## config.mk

```make
export PLATFORM = sky130hd
export DESIGN_NAME = clk_alarm_evt
export DESIGN_NICKNAME = d
export VERILOG_FILES = /design/src/rtl/clk_alarm_pkg.sv /design/src/rtl/alarm_sync.sv /design/src/rtl/alarm_edge.sv /design/src/rtl/alarm_regs.sv /design/src/rtl/clk_alarm_evt.sv
export SDC_FILE = /design/constraint.sdc
export NUM_CORES = 1
export LEC_CHECK = 0
export CAP_MARGIN = 30
export CORE_UTILIZATION = 45
export DETAILED_ROUTE_END_ITERATION = 8
export HOLD_SLACK_MARGIN = 0.12
export PLACE_DENSITY = 0.69
export RECOVER_POWER = 100
export SLEW_MARGIN = 20
export SYNTH_ARGS = -nofsm -noshare
export SYNTH_HDL_FRONTEND = slang
export SYNTH_SLANG_ARGS = --single-unit
```

## constraint.sdc

```tcl
create_clock -name clk_i -period 1.2 [get_ports clk_i]
set_input_delay 0.24 -clock clk_i [delete_from_list [all_inputs] [get_ports clk_i]]
set_output_delay 0.24 -clock clk_i [all_outputs]
set_load 0.05 [all_outputs]
```

## src/rtl/clk_alarm_pkg.sv

```systemverilog
package clk_alarm_pkg;
  localparam int NUM_ALARM = 4;
  localparam int EVT_W     = 2 * NUM_ALARM;
  localparam int DATA_W    = 8;
  localparam int ADDR_W    = 2;

  typedef enum logic [ADDR_W-1:0] {
    REG_EVT = 2'd0,
    REG_STS = 2'd1,
    REG_ID  = 2'd2,
    REG_RSV = 2'd3
  } reg_sel_e;
endpackage

```

## src/rtl/alarm_sync.sv

```systemverilog
module alarm_sync #(
  parameter int W      = 4,
  parameter int STAGES = 2
) (
  input  logic         clk_i,
  input  logic         rst_ni,
  input  logic [W-1:0] d_i,
  output logic [W-1:0] q_o
);
  logic [STAGES-1:0][W-1:0] chain_q;

  always_ff @(posedge clk_i or negedge rst_ni) begin
    if (!rst_ni) chain_q <= '0;
    else         chain_q <= {chain_q[STAGES-2:0], d_i};
  end

  assign q_o = chain_q[STAGES-1];
endmodule

```

## src/rtl/alarm_edge.sv

```systemverilog
module alarm_edge #(
  parameter int N   = 4,
  parameter int LAT = 3
) (
  input  logic           clk_i,
  input  logic           rst_ni,
  input  logic [N-1:0]   lvl_i,
  input  logic           clr_i,
  output logic [2*N-1:0] evt_o,
  output logic [2*N-1:0] new_o,
  output logic           warm_o
);
  logic [N-1:0]   hist_q;
  logic [LAT-1:0] vld_q;
  logic [2*N-1:0] evt_q;

  // history is valid once the sync chain and hist_q both hold real samples
  assign warm_o = vld_q[LAT-1];

  for (genvar i = 0; i < N; i++) begin : g_edge
    assign new_o[2*i]   = warm_o &  lvl_i[i] & ~hist_q[i];
    assign new_o[2*i+1] = warm_o & ~lvl_i[i] &  hist_q[i];
  end

  always_ff @(posedge clk_i or negedge rst_ni) begin
    if (!rst_ni) begin
      hist_q <= '0;
      vld_q  <= '0;
      evt_q  <= '0;
    end else begin
      hist_q <= lvl_i;
      vld_q  <= {vld_q[LAT-2:0], 1'b1};
      evt_q  <= (clr_i ? '0 : evt_q) | new_o;
    end
  end

  assign evt_o = evt_q;
endmodule

```

## src/rtl/alarm_regs.sv

```systemverilog
module alarm_regs
  import clk_alarm_pkg::*;
#(
  parameter logic [3:0] IRQ_LINE = 4'h5
) (
  input  logic              clk_i,
  input  logic              rst_ni,
  input  logic              rd_en_i,
  input  logic [ADDR_W-1:0] rd_addr_i,
  input  logic [EVT_W-1:0]  evt_i,
  input  logic [NUM_ALARM-1:0] lvl_i,
  output logic              clr_o,
  output logic [DATA_W-1:0] rd_data_o
);
  logic [DATA_W-1:0] sts;
  logic [DATA_W-1:0] rd_q;
  reg_sel_e          sel;

  assign sel = reg_sel_e'(rd_addr_i);
  assign clr_o = rd_en_i && (sel == REG_EVT);

  // live levels packed from the top bit down
  assign sts[DATA_W-NUM_ALARM-1:0] = '0;
  for (genvar i = 0; i < NUM_ALARM; i++) begin : g_sts
    assign sts[DATA_W-1-i] = lvl_i[i];
  end

  always_ff @(posedge clk_i or negedge rst_ni) begin
    if (!rst_ni) rd_q <= '0;
    else if (rd_en_i) begin
      unique case (sel)
        REG_EVT: rd_q <= evt_i;
        REG_STS: rd_q <= sts;
        REG_ID:  rd_q <= {4'h0, IRQ_LINE};
        default: rd_q <= '0;
      endcase
    end
  end

  assign rd_data_o = rd_q;
endmodule

```

## src/rtl/clk_alarm_evt.sv

```systemverilog
module clk_alarm_evt
  import clk_alarm_pkg::*;
#(
  parameter int         SYNC_STAGES = 2,
  parameter logic [3:0] IRQ_LINE    = 4'h5
) (
  input  logic              clk_i,
  input  logic              rst_ni,
  input  logic [NUM_ALARM-1:0] alarm_i,
  input  logic              rd_en_i,
  input  logic [ADDR_W-1:0] rd_addr_i,
  output logic [DATA_W-1:0] rd_data_o,
  output logic              irq_o
);
  localparam int EDGE_LAT = SYNC_STAGES + 1;

  logic [NUM_ALARM-1:0] lvl;
  logic [EVT_W-1:0]     evt_q;
  logic [EVT_W-1:0]     evt_new;
  logic                 warm;
  logic                 clr;

  alarm_sync #(.W(NUM_ALARM), .STAGES(SYNC_STAGES)) u_sync (
    .clk_i (clk_i),
    .rst_ni(rst_ni),
    .d_i   (alarm_i),
    .q_o   (lvl)
  );

  alarm_edge #(.N(NUM_ALARM), .LAT(EDGE_LAT)) u_edge (
    .clk_i (clk_i),
    .rst_ni(rst_ni),
    .lvl_i (lvl),
    .clr_i (clr),
    .evt_o (evt_q),
    .new_o (evt_new),
    .warm_o(warm)
  );

  alarm_regs #(.IRQ_LINE(IRQ_LINE)) u_regs (
    .clk_i    (clk_i),
    .rst_ni   (rst_ni),
    .rd_en_i  (rd_en_i),
    .rd_addr_i(rd_addr_i),
    .evt_i    (evt_q),
    .lvl_i    (lvl),
    .clr_o    (clr),
    .rd_data_o(rd_data_o)
  );

  assign irq_o = |evt_q;
endmodule

```

==> Word-level counts from Yosys, hierarchy flattened <==
Index checks and enable logic that the tools add are counted.
Widths: inputs -> output; s select.
{ "op_classes": {"n_reduce_logical": 3, "n_mux": 2, "bitwise_logic": 25, "eq_ne": 2} }
{ "ops": {"columns": ["cell", "n"], "rows": [
  ["$pmux 8 s3", 1],
  ["$and 1x1->1", 16],
  ["$mux 8", 1],
  ["$not 1->1", 8],
  ["$or 8x8->8", 1],
  ["$reduce_or 8->1", 1],
  ["$eq 2x1->1 const B", 1],
  ["$eq 2x2->1 const B", 1],
  ["$logic_not 2->1", 1],
  ["$logic_and 1x1->1", 1]
]} }
{ "word_totals": {"word_cells": 38, "register_bits": 31, "in_bits": 9, "output_inout_bits": 9} }

==> Depth between registers and ports, before layout <==
{ "logic_depth": {"word_depth": 4, "ltp_mapped": 4, "ltp_nobuf": 2} }

==> Cells and area by module <==
Synthesis repeated with hierarchy kept, for this count alone.
{ "unflattened": {"hier_cells": 90, "area_unflattened_um2": 1163.6} }
{ "by_module_without_submodules": {"columns": ["module", "seq_area_each_um2", "cells_each", "instances", "area_each_um2"], "rows": [
  ["alarm_edge", 375.4, 39, 1, 515.5],
  ["alarm_regs", 200.2, 36, 1, 401.6],
  ["alarm_sync", 200.2, 12, 1, 230.2],
  ["clk_alarm_evt", 0.0, 3, 1, 16.3]
]} }

==> Worst setup path after synthesis <==
Ideal clock, no wire load.
{ "synth_timing": {"path_type": "flip-flop to output port", "start": "register u_edge.evt_q[2] (netlist: u_edge.evt_o[2])", "end": "output port irq_o", "path_buffers": 0, "path_stages_with_launch": 3, "arrival_time_ps": 953, "required_ps": 960, "slack_ps": 7, "cell_sequence": "dfrtp_1 nor4_1 nand2_1"} }
{ "synth_between": {"elab_chain_len": 1} }
{ "synth_lines": {"columns": ["item", "line", "text"], "rows": [
  ["start: declaration", "alarm_edge.sv:15", "logic [2*N-1:0] evt_q;"],
  ["start signal: assignment", "alarm_edge.sv:33", "evt_q <= (clr_i ? '0 : evt_q) | new_o;"],
  ["$reduce_or 8->1", "clk_alarm_evt.sv:51", "assign irq_o = |evt_q;"],
  ["end: declaration", "clk_alarm_evt.sv:13", "output logic irq_o"]
]} }
No other way between the ends.

==> Worst setup path in the final report <==
{ "layout_timing": {"start": "register u_edge.evt_q[6] (netlist: u_edge.evt_o[6])", "end": "output port irq_o"} }
Same word-level chain as after synthesis.

==> impl_metrics.py <==
metrics = {
    "cells_and_area": {
        "final_cell_count_no_fill": 142,
        "diodes": 0,
        "regArea_sq_um": 775.7,
        "final_cell_mix": "dfrtp_1, inv_1, buf_4, nand2_1",
        "mostFrequentLayoutCell": "dfrtp_1",
        "area_delta_synth_final_pct": 37.10,
        "drive_above_1_share_pct": 26.32,
        "multi_input_area_sq_um": 264.0,
        "num-fill-cells": 171,
        "nets": 122,
    },
    "worst_setup_path": {
        "path_class": "flip-flop to output port",
        "cp-endpoint": "irq_o",
        "r2r_slack_ns": 0.32,
        "crit_arrival_ns": 1.24,
        "crit_fanout": 2,
        "r2r_cells": 3,
        "crit_start": "u_edge.evt_o[6]",
        "r2r_end": "u_regs.rd_data_o[6]",
        "r2r_start": "u_edge.evt_o[6]",
        "endpoint_kind": "output port",
        "start_kind": "flip-flop",
        "crit_required_ns": 0.96,
    },
    "grt": {
        "antenna_found_initial": 0,
        "overflow": 0,
        "grt_pass1_vias": 768,
        "track_usage_pct": 20.42,
        "grt_pass1_wl_microns": 3629,
        "grt_max_degree": 32,
    },
    "placed_design": {
        "numPortBuffers": 17,
        "dp_cells": 132,
        "dp.final_hpwl_microns": 1450,
        "gp_congestion": 0.7595,
    },
    "clocking": {
        "cts_max_level": 2,
        "clk_pin_slew_ns": 0.09,
        "cts_tree": "built",
        "cts_hold_buf": 0,
        "cts_buffer_depth": 2,
        "clkSinkCount": 31,
        "cts-root-buf": "clkbuf_4",
        "numCtsBuffers": 5,
        "clk_latency_ns": 0.32,
    },
    "floorplan": {
        "start_util_pct": 49.06,
        "io_pins": 18,
        "core_sq_mm": 0.002255,
        "die_height_microns": 51.58,
        "die_width_microns": 51.58,
        "floorplan.rows": 17,
        "die-area_sq_mm": 0.002660,
    },
    "sta": {
        "fin_worst_skew_ns": 0.008808,
        "finalHoldViolCount": 0,
        "rsz0062_at_grt": "yes",
        "fmax_mhz": 674.8,
        "finalMaxSlewViolations": 0,
        "setup_viol": 1,
        "period_minus_slack_ns": 1.482,
        "layout_setup_ws_ns": -0.2819,
        "whs_ns": 0.3564,
        "slew_headroom_pct": 51.37,
        "tns_ns": -0.2819,
        "worst_pin_slew_ns": 0.7294,
        "period_share_pct": 123.5,
    },
    "routing": {
        "routed.top_layer": "met4",
        "num_vias": 720,
        "postRouteAntennaNets": 0,
        "drcViolationCount": 0,
        "met3_wirelength_microns": 111,
        "routedWlPerCell_microns": 14.45,
        "drt-total-wl_microns": 2052,
        "wl_met1_microns": 830,
        "vias_per_cell": 5.070,
        "dr.pass1.iters": 4,
        "drt-initial-drc-count": 13,
        "met2_wirelength_microns": 1011,
    },
    "logic_synthesis": {
        "yosysWarnings": 0,
        "synthCells": 81,
        "ys_types": 15,
        "synth_seq_cells": 31,
        "syn_area_sq_mm": 0.001106,
        "avgSynthCellArea_sq_um": 13.66,
        "synth_fp_nets": 90,
        "ys_seq_area_share_pct": 70.14,
    },
    "run": {
        "maxCapViolations": 0,
    },
    "worst_hold_path": {
        "worstHoldStart": "u_edge.vld_q[0]",
        "hold_class": "flip-flop to flip-flop",
    },
    "outcome": {
        "status": "finished, violations left",
        "violations": "negative setup slack",
    },
    "power": {
        "leakage_nw": 0.7008,
        "power_density_mw_per_mm2": 1566,
        "ir_worst_vdd_mv": 1.126,
    },
}
-- worst min-delay path by stage --
stage / to / slack, ns / cells after the start
after detailed placement: u_sync.q_o[0] / 0.34 / 0
after global placement: u_sync.q_o[0] / 0.33 / 0
final: u_edge.vld_q[1] / 0.36 / 0
after global routing: u_sync.q_o[2] / 0.37 / 0
after CTS: u_regs.rd_data_o[2] / 0.27 / 2
after floorplan: u_edge.evt_o[0] / -0.06 / 0
-- sequential cells by signal, indices dropped and copies added, names as in the netlist --
register,count
u_edge.evt_o,8
u_edge.hist_q,4
u_edge.vld_q,3
u_regs.rd_data_o,8
u_sync.chain_q,4
u_sync.q_o,4
-- layer usage --
layer  up-vias  GRT usage (%)
li1        336              -
met1       349          24.85
met2        25          30.09
met3        10          8.187
met4         0          13.06
met5         -              0
-- synth_stat cells --
cell	number	share of area, %
nand2_1	9	3.1
conb_1	1	0.34
o22ai_1	4	2.3
dfrtp_1	31	70
inv_1	10	3.4
mux2i_1	6	5.4
nor4_1	2	1.1
o21bai_1	2	1.4
buf_1	1	0.34
o2bb2ai_1	8	6.3
or3b_1	1	0.79
buf_6	2	2.0
o22ai_2	2	2.3
or2b_1	1	0.68
buf_2	1	0.45
-- what timing repair did --
item,CTS,global route
gates resized for setup,2,2
pin swaps,2,0
setup endpoints to repair,9,3
setup buffers,1,1
-- layout make-up --
class	instances	share of cell area (%)
Sequential cell	31	51.16
Tap cell	28	2.310
Inverter	10	2.475
Clock buffer	8	4.538
Timing Repair Buffer	29	22.11
Multi-Input combinational cell	36	17.41
-- worst max-delay path, stage by stage, from the launching register on --
cell and delay, ns:
dfrtp_1 0.40, nor4_2 0.26, nand2_1 0.09, buf_6 0.16
-- power breakdown --
group          switching (mW)  internal [mW]  total (mW)
sequential             0.0887           1.14        1.23
clock                   0.325          0.344       0.669
combinational           0.224          0.252       0.476
-- cell families after synthesis --
kind of cell / synth area share (%)
flip-flops: 70.14
AO/OA/AOI/OAI: 12.22
other: 0.3390
AND/OR/NAND/NOR: 5.656
multiplexers: 5.430
buffers and inverters: 6.221
-- stage by stage --
stage / utilization [%] / cell area, sq um / setup WS, ns / power (mW)
floorplan: - / 1106 / 0.007012 / 1.437
global placement: 64.10 / 1445 / -0.3486 / 1.698
detailed placement: 64.10 / 1445 / -0.3924 / 1.721
CTS: 67.76 / 1528 / -0.3184 / 2.411
global route: 67.26 / 1516 / -0.3823 / 2.495
finish: 67.26 / 1516 / -0.2819 / 2.374
No activity file was read; power rests on OpenSTA's default activity.
